### config.mk
export PLATFORM = sky130hd
export DESIGN_NAME = can_rejoin_seq
export DESIGN_NICKNAME = d
export VERILOG_FILES = /design/src/rtl/can_rejoin_pkg.sv /design/src/rtl/idle_run_detect.sv /design/src/rtl/rejoin_ctrl.sv /design/src/rtl/rejoin_counter.sv /design/src/rtl/can_rejoin_seq.sv
export SDC_FILE = /design/constraint.sdc
export NUM_CORES = 1
export LEC_CHECK = 0
export CORE_MARGIN = 10
export CORE_UTILIZATION = 45
export DETAILED_ROUTE_END_ITERATION = 12
export DONT_BUFFER_PORTS = 1
export SYNTH_ARGS = -nofsm -noshare
export SYNTH_HDL_FRONTEND = slang
export SYNTH_SLANG_ARGS = --single-unit
### constraint.sdc
create_clock -name clk -period 1.85 [get_ports clk]
set_input_delay 0.37 -clock clk [delete_from_list [all_inputs] [get_ports clk]]
set_output_delay 0.37 -clock clk [all_outputs]
set_load 0.05 [all_outputs]
### src/rtl/can_rejoin_pkg.sv
package can_rejoin_pkg;
  typedef enum logic {
    CAUSE_SOFT   = 1'b0,
    CAUSE_BUSOFF = 1'b1
  } rst_cause_e;
endpackage

### src/rtl/idle_run_detect.sv
module idle_run_detect #(
  parameter int RUN_LEN = 11
) (
  input  logic clk,
  input  logic rst,
  input  logic clear,
  input  logic stb,
  input  logic rx,
  output logic idle_pulse
);
  localparam int RW = $clog2(RUN_LEN + 1);
  localparam logic [RW-1:0] LAST = RW'(RUN_LEN - 1);

  logic [RW-1:0] run_q;

  always_ff @(posedge clk) begin
    if (rst || clear) begin
      run_q <= '0;
    end else if (stb) begin
      if (!rx)              run_q <= '0;
      else if (run_q == LAST) run_q <= '0;
      else                  run_q <= run_q + 1'b1;
    end
  end

  assign idle_pulse = !clear && stb && rx && (run_q == LAST);

  a_r4_run_bound: assert property (@(posedge clk) disable iff (rst)
    run_q < RW'(RUN_LEN));
  a_r4_dominant_restarts: assert property (@(posedge clk) disable iff (rst)
    (stb && !rx) |=> (run_q == '0));
  a_r7_clear_holds_run: assert property (@(posedge clk) disable iff (rst)
    clear |=> (run_q == '0));
endmodule

### src/rtl/rejoin_ctrl.sv
module rejoin_ctrl
  import can_rejoin_pkg::*;
#(
  parameter int CNT_W       = 8,
  parameter int SOFT_NEED   = 1,
  parameter int BUSOFF_NEED = 128
) (
  input  logic             clk,
  input  logic             rst,
  input  logic             wr_en,
  input  logic             wr_val,
  input  logic             bus_off,
  output logic             mode_q,
  output logic             enter,
  output logic [CNT_W-1:0] need
);
  rst_cause_e cause_q;

  always_ff @(posedge clk) begin
    if (rst) begin
      mode_q  <= 1'b1;
      cause_q <= CAUSE_SOFT;
    end else if (bus_off) begin
      mode_q  <= 1'b1;
      cause_q <= CAUSE_BUSOFF;
    end else if (wr_en) begin
      mode_q <= wr_val;
      if (wr_val) cause_q <= CAUSE_SOFT;
    end
  end

  assign enter = bus_off || (wr_en && wr_val);
  assign need  = (cause_q == CAUSE_BUSOFF) ? CNT_W'(BUSOFF_NEED) : CNT_W'(SOFT_NEED);

  a_r1_hw_reset: assert property (@(posedge clk)
    rst |=> (mode_q && cause_q == CAUSE_SOFT));
  a_r2_busoff_enters: assert property (@(posedge clk) disable iff (rst)
    bus_off |=> (mode_q && cause_q == CAUSE_BUSOFF));
  a_r3_write_clears: assert property (@(posedge clk) disable iff (rst)
    (wr_en && !wr_val && !bus_off) |=> !mode_q);
  a_r8_cpu_cause: assert property (@(posedge clk) disable iff (rst)
    (wr_en && wr_val && !bus_off) |=> (mode_q && cause_q == CAUSE_SOFT));
endmodule

### src/rtl/rejoin_counter.sv
module rejoin_counter #(
  parameter int CNT_W = 8
) (
  input  logic             clk,
  input  logic             rst,
  input  logic             hold,
  input  logic             idle_pulse,
  input  logic [CNT_W-1:0] need,
  output logic [CNT_W-1:0] cnt_q,
  output logic             bus_on_q
);
  logic [CNT_W-1:0] cnt_nx;
  assign cnt_nx = cnt_q + 1'b1;

  always_ff @(posedge clk) begin
    if (rst || hold) begin
      cnt_q    <= '0;
      bus_on_q <= 1'b0;
    end else if (idle_pulse && !bus_on_q) begin
      cnt_q <= cnt_nx;
      if (cnt_nx == need) bus_on_q <= 1'b1;
    end
  end

  a_r9_count_bound: assert property (@(posedge clk) disable iff (rst)
    cnt_q <= need);
  a_r6_rise_at_need: assert property (@(posedge clk) disable iff (rst)
    $rose(bus_on_q) |-> (cnt_q == need));
  a_r9_hold_when_on: assert property (@(posedge clk) disable iff (rst)
    (bus_on_q && !hold) |=> $stable(cnt_q));
  a_r7_zero_in_hold: assert property (@(posedge clk) disable iff (rst)
    hold |=> (cnt_q == '0 && !bus_on_q));
endmodule

### src/rtl/can_rejoin_seq.sv
module can_rejoin_seq #(
  parameter int RUN_LEN     = 11,
  parameter int CNT_W       = 8,
  parameter int SOFT_NEED   = 1,
  parameter int BUSOFF_NEED = 128
) (
  input  logic             clk,
  input  logic             rst,
  input  logic             mode_wr_en,
  input  logic             mode_wr_val,
  input  logic             bus_off_evt,
  input  logic             sample_stb,
  input  logic             rx_bit,
  output logic             reset_mode_o,
  output logic             bus_on_o,
  output logic [CNT_W-1:0] recov_cnt_o
);
  logic             mode_q;
  logic             enter;
  logic             hold;
  logic             idle_pulse;
  logic [CNT_W-1:0] need;

  rejoin_ctrl #(
    .CNT_W(CNT_W), .SOFT_NEED(SOFT_NEED), .BUSOFF_NEED(BUSOFF_NEED)
  ) u_ctrl (
    .clk(clk), .rst(rst), .wr_en(mode_wr_en), .wr_val(mode_wr_val),
    .bus_off(bus_off_evt), .mode_q(mode_q), .enter(enter), .need(need)
  );

  assign hold = mode_q || enter;

  idle_run_detect #(.RUN_LEN(RUN_LEN)) u_idle (
    .clk(clk), .rst(rst), .clear(hold), .stb(sample_stb), .rx(rx_bit),
    .idle_pulse(idle_pulse)
  );

  rejoin_counter #(.CNT_W(CNT_W)) u_cnt (
    .clk(clk), .rst(rst), .hold(hold), .idle_pulse(idle_pulse), .need(need),
    .cnt_q(recov_cnt_o), .bus_on_q(bus_on_o)
  );

  assign reset_mode_o = mode_q;

  a_r10_on_excludes_reset: assert property (@(posedge clk) disable iff (rst)
    bus_on_o |-> !reset_mode_o);
  a_r10_rise_needs_sample: assert property (@(posedge clk) disable iff (rst)
    $rose(bus_on_o) |-> $past(sample_stb && rx_bit));
endmodule

==> results.cfg, run 1 <==
[outcome]
status = finished clean

[finish]
final_nets = 126
syn2layout_area_growth_pct = 15.33
finish.utilization = 0.5603
final_cell_mix = dfxtp_1, buf_4, a21oi_1
layout_commonest_cell = dfxtp_1
final_cells = 140
n_antenna_cell = 0
drive_gt1_frac = 0.1739

[logic_synthesis]
synth_nets = 113
yosys_warnings = 0
synth.area.top_cells = dfxtp_1, a21oi_1, ha_1, nand2_1, o21ai_0
ys_seq_elements = 15
syn_area_per_cell_um2 = 8.321
ys_seq_area_frac = 0.3504
synth_area_um2 = 857.1
syn_inst = 103
synth_top_area_share = 0.3504
yosys.area.top_type = dfxtp_1
yosysUniqueCellTypes = 33

[floorplanning]
rows = 15
die_h_um = 63.64
io_pins = 17
coreArea_um2 = 1764
die_width_um = 63.64
initial_core_util = 0.4858
dieArea_um2 = 4050

[critical_path]
reg2reg_from = u_idle.run_q[0]
r2r_slack_ns = 0.12
end_kind = flip-flop
criticalPathCategory = reg2reg
critPathRequiredTime_ns = 2.07
worstPathArrival_ns = 1.95
r2r_end = u_cnt.cnt_q[7]
r2r_cells = 6
worstPathMaxFanout = 8
cp-start-kind = flip-flop

[clocking]
cts_max_path_buffers = 2
numCtsBuffers = 3
cts_tree = done
cts-root-buf = clkbuf_4
postCtsSetupRepairBufs = 0
htree_levels = 1
clkLatencyLatePin_ns = 0.28
cts_resized = 0
holdBufCountCts = 0
clk_pin_slew_ns = 0.08
clock-sinks = 15

[grt]
grt_overflow = 0
track_usage = 0.1053
grt_pass1_vias = 773
grt_max_degree = 13
grt_pass1_wl_um = 3512
grt_antenna_before_repair = 0

[drt]
post_drt_wl_per_cell_um = 14.72
first_pass_iters = 4
wl_um = 2061
drc = 0
vias_per_cell = 5.743
drt_iter0_markers = 39
vias = 804
ant_nets = 0

[sta]
hold_slack_ns = 0.1474
tightest_slew_ns = 0.2800
skew_ns = 0.002631
max_freq_mhz = 578.9
setup-violations-final = 0
rsz0062_at_grt = no
layout_setup_ws_ns = 0.1225
period_minus_slack_ns = 1.727
fin_crit_sh = 0.9338
fin_tns_setup_ns = 0
hold_viol_final = 0
slew-limit-headroom = 0.8116
finalMaxSlewViolations = 0

[job]
maxCapViolations = 0

[worst_hold_path]
holdPathEnd = u_ctrl.cause_q
hold_class = in2reg
min-delay-start = rst
min_delay_path_depth = 1

[pwr]
max-vdd-ir-drop_mv = 0.4534
power_density_nw_per_um2 = 539.6
p_leak_nw = 0.3666

[placement]
place_inst = 136
portBuffers = 0
place_ws_ns = 0.1445
gp_congestion = 0.8396
post-dp-hpwl_um = 1566
[per-layer routing]
| layer | GRT usage | share of wire | up-vias |
|---|---|---|---|
| li1 | - | - | 411 |
| met1 | 0.1287 | 0.47 | 371 |
| met2 | 0.1608 | 0.45 | 17 |
| met3 | 0.03887 | 0.063 | 5 |
| met4 | 0.04372 | 0.016 | 0 |
| met5 | 0 | 0 | - |
[where the power goes]
group	internal [W]	switching, W	total [W]	leakage [nW]
Sequential	0.000325	0.00000248	0.000328	0.121
Combinational	0.00000985	0.0000140	0.0000239	0.230
Clock	0.0000837	0.0000982	0.000182	0.0150
[per-stage QoR]
step	total power [W]	cell area, µm²
3_3_place_gp	0.0003586	962.2
6_report	0.0005334	988.4
4_1_cts	0.0005415	988.4
3_5_place_dp	0.0003590	962.2
2_1_floorplan	0.0003535	857.1
5_1_grt	0.0005590	988.4
[sequential cells by signal, indices dropped and copies added, names as in the netlist]
| signal | cells |
|---|---|
| u_cnt.cnt_q | 8 |
| u_idle.run_q | 4 |
| u_cnt.bus_on_q | 1 |
| u_ctrl.cause_q | 1 |
| u_ctrl.mode_q | 1 |
[cell type report]
cell class	count	area, µm²
fillers	177	775.7
multi-input cells	79	521.8
flip-flops and latches	15	300.3
repair buffers	12	90.09
well taps	25	31.28
clock buffers	4	26.28
inverters	5	18.77
[logic make-up (layout without fill, tap and decap cells)]
logic type                 Yosys count  in the layout  share of synthesized area
and+or+nand+nor                     47             47                     0.3329
AOI/OAI and AO/OA                   24             24                     0.1766
DFF                                 15             15                     0.3504
buffers and inverters                9             21                    0.04087
adders and majority gates            3              3                    0.04380
xor gates and xnor gates             3              3                    0.03066
muxes                                2              2                    0.02482
[worst max path at each step]
stage          slack (ns)       startpoint        endpoint  cells past startpoint
2_1_floorplan        0.05   u_cnt.cnt_q[3]  u_cnt.cnt_q[7]                      5
3_3_place_gp         0.20  u_idle.run_q[0]  u_cnt.cnt_q[7]                      6
3_5_place_dp         0.14  u_idle.run_q[0]  u_cnt.cnt_q[7]                      6
4_1_cts              0.13  u_idle.run_q[0]  u_cnt.cnt_q[7]                      6
5_1_grt             0.008  u_idle.run_q[0]  u_cnt.cnt_q[6]                      6
6_report             0.12  u_idle.run_q[0]  u_cnt.cnt_q[7]                      6
[worst max-delay path, stage by stage, from the launching register on]
cell and delay, ns:
dfxtp_1 0.33, inv_1 0.08, ha_1 0.17, and3b_1 0.28, nand3_4 0.14, or4_1 0.52
a21oi_1 0.15
[cells in the mapped netlist, drive strengths merged]
library cell  count
nor3              4
and3              3
and4              1
nand4             3
a31oi             1
o31ai             2
and4bb            1
nor2              6
and3b             1
buf               1
o21ai             5
and4b             1
mux2              1
clkbuf            3
dfxtp            15
o21bai            1
or3b              1
nor4              3
xor2              1
a211o             1
or4               3
xnor2             2
or3               4
a21oi            12
nand3b            2
mux2i             1
ha                3
a311oi            2
nand2             9
inv               5
nand3             5
Note: power is estimated with default switching activity, not from simulation.
==> inputs of run 2 (changes only) <==
--- a/config.mk
+++ b/config.mk
@@ -5,6 +5,7 @@
 export SDC_FILE = /design/constraint.sdc
 export NUM_CORES = 1
 export LEC_CHECK = 0
+export CORE_ASPECT_RATIO = 1.25
 export CORE_MARGIN = 10
 export CORE_UTILIZATION = 45
 export DETAILED_ROUTE_END_ITERATION = 12
==> results.cfg, run 2 (synthesis gave the netlist of run 1 again) <==
[clocking]
numCtsBuffers = 3
htree_levels = 1
cts_tree = done
cts-root-buf = clkbuf_4
clock-sinks = 15
postCtsSetupRepairBufs = 0
clkLatencyLatePin_ns = 0.28
holdBufCountCts = 0
clk_pin_slew_ns = 0.09
cts_resized = 0
cts_max_path_buffers = 2

[finish]
syn2layout_area_growth_pct = 13.58
layout_commonest_cell = dfxtp_1
finalInstanceArea_um2 = 973.4
reg.largest.list = u_cnt.cnt_q: 8 flops, u_idle.run_q: 4 flops
final_nets = 125
final_cell_mix = dfxtp_1, a21oi_1, buf_4
drive_gt1_frac = 0.1667
n_antenna_cell = 0
largest_register_ffs = 8
regMostFlops = u_cnt.cnt_q

[drt]
vias = 808
drt_iter0_markers = 28
drc = 0
ant_nets = 0
vias_per_cell = 6.075
wl_um = 1912
first_pass_iters = 4
post_drt_wl_per_cell_um = 14.38

[critical_path]
path_cells = inv_1 -> ha_1 -> and3b_1 -> nand3_4 -> or4_1 -> a21oi_1
critPathSlowestCell = or4_1
cp-start-kind = flip-flop
r2r_cells = 6
cpPeakStageDelay_ns = 0.52
end_kind = flip-flop
criticalPathCategory = reg2reg
critPathRequiredTime_ns = 2.07
worstPathMaxFanout = 8
worstPathArrival_ns = 1.94

[sta]
finalMaxSlewViolations = 0
slew-limit-headroom = 0.8286
setup-violations-final = 0
rsz0062_at_grt = no
max_freq_mhz = 578.7
hold_viol_final = 0
hold_slack_ns = 0.1468
skew_ns = 0.001047
fin_crit_sh = 0.9340
fin_tns_setup_ns = 0
period_minus_slack_ns = 1.728
tightest_slew_ns = 0.2548

[floorplanning]
io_pins = 17
initial_core_util = 0.4797
dieArea_um2 = 4061
rows = 17
die_h_um = 68.80
coreArea_um2 = 1787
die_width_um = 59.04

[pwr]
power_density_nw_per_um2 = 553.2
max-vdd-ir-drop_mv = 0.3291
p_leak_nw = 0.3611

[job]
maxCapViolations = 0

[grt]
grt_pass1_wl_um = 3208
grt_overflow = 0
grt_max_degree = 13
track_usage = 0.1007
grt_antenna_before_repair = 0
grt_pass1_vias = 754

[placement]
post-dp-hpwl_um = 1540
placedInstanceArea_um2 = 947.2
gp_congestion = 0.7842
portBuffers = 0

[worst_hold_path]
hold_class = in2reg
min_delay_path_depth = 1

[outcome]
status = finished clean
run 2: cell types whose count changed in the layout (fill, tap and decap cells not counted):
| cell | delta |
|---|---|
| buf_4 | -1 |
run 2: layout make-up:
cell class,count,area (µm²)
well taps,19,23.77
repair buffers,11,82.58
clock buffers,4,26.28
fillers,188,813.3
inverters,5,18.77
flip-flops and latches,15,300.3
multi-input cells,79,521.8
run 2: worst paths after layout:
path	start	slack, ns	endpoint
max reg2reg	u_idle.run_q[0]	0.12	u_cnt.cnt_q[7]
min reg2reg	u_idle.run_q[1]	0.51	u_idle.run_q[1]
max	u_idle.run_q[0]	0.12	u_cnt.cnt_q[7]
min	rst	0.15	u_ctrl.cause_q
run 2: power by group:
group / internal, W / switching [W] / leakage [nW]
clock network: 0.0000836 / 0.000104 / 0.0150
logic: 0.00000984 / 0.0000137 / 0.225
registers: 0.000325 / 0.00000199 / 0.121
run 2: worst max-delay path, delay by kind of cell (launching register included):
family | cells | cell delay (ns)
AO/OA/AOI/OAI | 1 | 0.15
buffers and inverters | 1 | 0.08
adder cells (fa/ha/maj) | 1 | 0.16
flip-flops | 1 | 0.33
AND/OR/NAND/NOR | 3 | 0.95
run 2: per-stage QoR:
| stage | setup slack (ns) | power, W | cells | utilization |
|---|---|---|---|---|
| after floorplan | 0.04733 | 0.0003535 | 103 | - |
| after global placement | 0.2189 | 0.0003586 | 129 | 0.5301 |
| after detailed placement | 0.1469 | 0.0003587 | 129 | 0.5301 |
| after CTS | 0.1150 | 0.0005434 | 133 | 0.5448 |
| after global routing | 0.02934 | 0.0005667 | 133 | 0.5448 |
| final | 0.1221 | 0.0005385 | 133 | 0.5448 |
run 2: metal layers:
metal  vias to the layer above  GRT usage  part of all wire
li1                        406          -                 -
met1                       385    0.08947              0.38
met2                        13     0.1908              0.55
met3                         4    0.03473             0.056
met4                         0    0.06034             0.019
met5                         -          0                 0
==> inputs of run 3 (changes only) <==
--- a/config.mk
+++ b/config.mk
@@ -10,6 +10,7 @@
 export CORE_UTILIZATION = 45
 export DETAILED_ROUTE_END_ITERATION = 12
 export DONT_BUFFER_PORTS = 1
+export RECOVER_POWER = 100
 export SYNTH_ARGS = -nofsm -noshare
 export SYNTH_HDL_FRONTEND = slang
 export SYNTH_SLANG_ARGS = --single-unit
==> results.cfg, run 3 (synthesis gave the netlist of run 1 again) <==
[critical_path]
r2r_slack_ns = 0.11
path_cells = inv_1 -> ha_1 -> and3b_1 -> nand3_4 -> or4_1 -> a21oi_1
worstPathArrival_ns = 1.95
cp-start-kind = flip-flop
r2r_cells = 6
crit_cells = 6
crit_path_start = u_idle.run_q[0]
critPathRequiredTime_ns = 2.06
cpPeakStageDelay_ns = 0.52
critPathSlowestCell = or4_1
end_kind = flip-flop
crit_family = simple AND/OR/NAND/NOR gates
criticalPathCategory = reg2reg
worstPathMaxFanout = 8
endpoint = u_cnt.cnt_q[7]
r2r_end = u_cnt.cnt_q[7]
reg2reg_from = u_idle.run_q[0]
critPathBufInv = 1

[floorplanning]
io_pins = 17
die_h_um = 68.80
dieArea_um2 = 4061
rows = 17
initial_core_util = 0.4797
die_width_um = 59.04
coreArea_um2 = 1787

[grt]
grt_antenna_before_repair = 0
grt_overflow = 0
grt_pass1_wl_um = 3208
track_usage = 0.1007
grt_max_degree = 13
grt_pass1_vias = 754

[sta]
slew-limit-headroom = 0.4880
fin_crit_sh = 0.9391
finalMaxSlewViolations = 0
skew_ns = 0.0009495
setup-violations-final = 0
period_minus_slack_ns = 1.737
max_freq_mhz = 575.6
rsz0062_at_grt = no
hold_slack_ns = 0.1467
tightest_slew_ns = 0.7680
fin_tns_setup_ns = 0
hold_viol_final = 0

[pwr]
power_density_nw_per_um2 = 572.9
p_leak_nw = 0.3329
power.total_w = 0.0005376
power_frac_seq = 0.609
max-vdd-ir-drop_mv = 0.3273
clkPwrFrac = 0.350
switchingPower_w = 0.0001200
p_sw_frac = 0.2231
comb_power_share = 0.042
power.internal_w = 0.0004177

[worst_hold_path]
hold_class = in2reg
min-delay-start = rst

[clocking]
postCtsSetupRepairBufs = 0
clock-sinks = 15
cts_resized = 0
holdBufCountCts = 0
clk_pin_slew_ns = 0.09
clkLatencyLatePin_ns = 0.28
cts_tree = done
cts-root-buf = clkbuf_4
numCtsBuffers = 3
htree_levels = 1
cts_max_path_buffers = 2

[drt]
first_pass_iters = 4
drt_iter0_markers = 28
wl_um = 1949
post_drt_wl_per_cell_um = 14.65
vias = 822
vias_per_cell = 6.180
ant_nets = 0
drc = 0

[finish]
final_nets = 125
drive_gt1_frac = 0.1140
n_antenna_cell = 0
regMostFlops = u_cnt.cnt_q
largest_register_ffs = 8
final_cell_mix = dfxtp_1, a21oi_1, nand2_1
reg.largest.list = u_cnt.cnt_q: 8 flops, u_idle.run_q: 4 flops
layout_commonest_cell = dfxtp_1
syn2layout_area_growth_pct = 9.489

[placement]
gp_congestion = 0.7842
portBuffers = 0
post-dp-hpwl_um = 1540

[outcome]
status = finished clean

[job]
maxCapViolations = 0
run 3: changes by cell type in the layout (fill, tap and decap cells not counted), sizes merged:
cell    previous run  this run
buf               11         0
clkbuf             4        15
run 3: power groups by stage:
stage | clock (W) | combinational [W] | sequential [W]
2_1_floorplan | 0 | 0.0000155 | 0.000338
3_3_place_gp | 0 | 0.0000240 | 0.000335
3_5_place_dp | 0 | 0.0000239 | 0.000335
4_1_cts | 0.000192 | 0.0000239 | 0.000327
5_1_grt | 0.000213 | 0.0000254 | 0.000328
6_report | 0.000188 | 0.0000225 | 0.000327
run 3: final cells by class:
| type | instances | area [µm²] |
|---|---|---|
| Clock buffer | 4 | 26.28 |
| Fill cell | 204 | 848.3 |
| Inverter | 5 | 18.77 |
| Multi-Input combinational cell | 79 | 521.8 |
| Sequential cell | 15 | 300.3 |
| Tap cell | 19 | 23.77 |
| Timing Repair Buffer | 11 | 47.55 |
run 3: stage by stage:
stage | worst slack [ns] | area (µm²) | instances | utilization
after floorplan | 0.04733 | 857.1 | 103 | -
after global placement | 0.2189 | 947.2 | 129 | 0.5301
after detailed placement | 0.1469 | 947.2 | 129 | 0.5301
after CTS | 0.1150 | 973.4 | 133 | 0.5448
after global routing | 0.02656 | 938.4 | 133 | 0.5252
final | 0.1126 | 938.4 | 133 | 0.5252
run 3: per-layer routing:
| layer | vias to the layer above | GRT usage | wire length, µm |
|---|---|---|---|
| met3 | 4 | 0.03473 | 121 |
| met1 | 394 | 0.08947 | 736 |
| met5 | - | 0 | 0 |
| met2 | 18 | 0.1908 | 1054 |
| li1 | 406 | - | - |
| met4 | 0 | 0.06034 | 36 |
run 3: worst min path at each step:
stage	to	depth (start not counted)
after global routing	u_ctrl.cause_q	1
after global placement	u_ctrl.cause_q	1
after detailed placement	u_ctrl.cause_q	1
after CTS	u_ctrl.cause_q	1
final	u_ctrl.cause_q	1
after floorplan	u_ctrl.cause_q	1
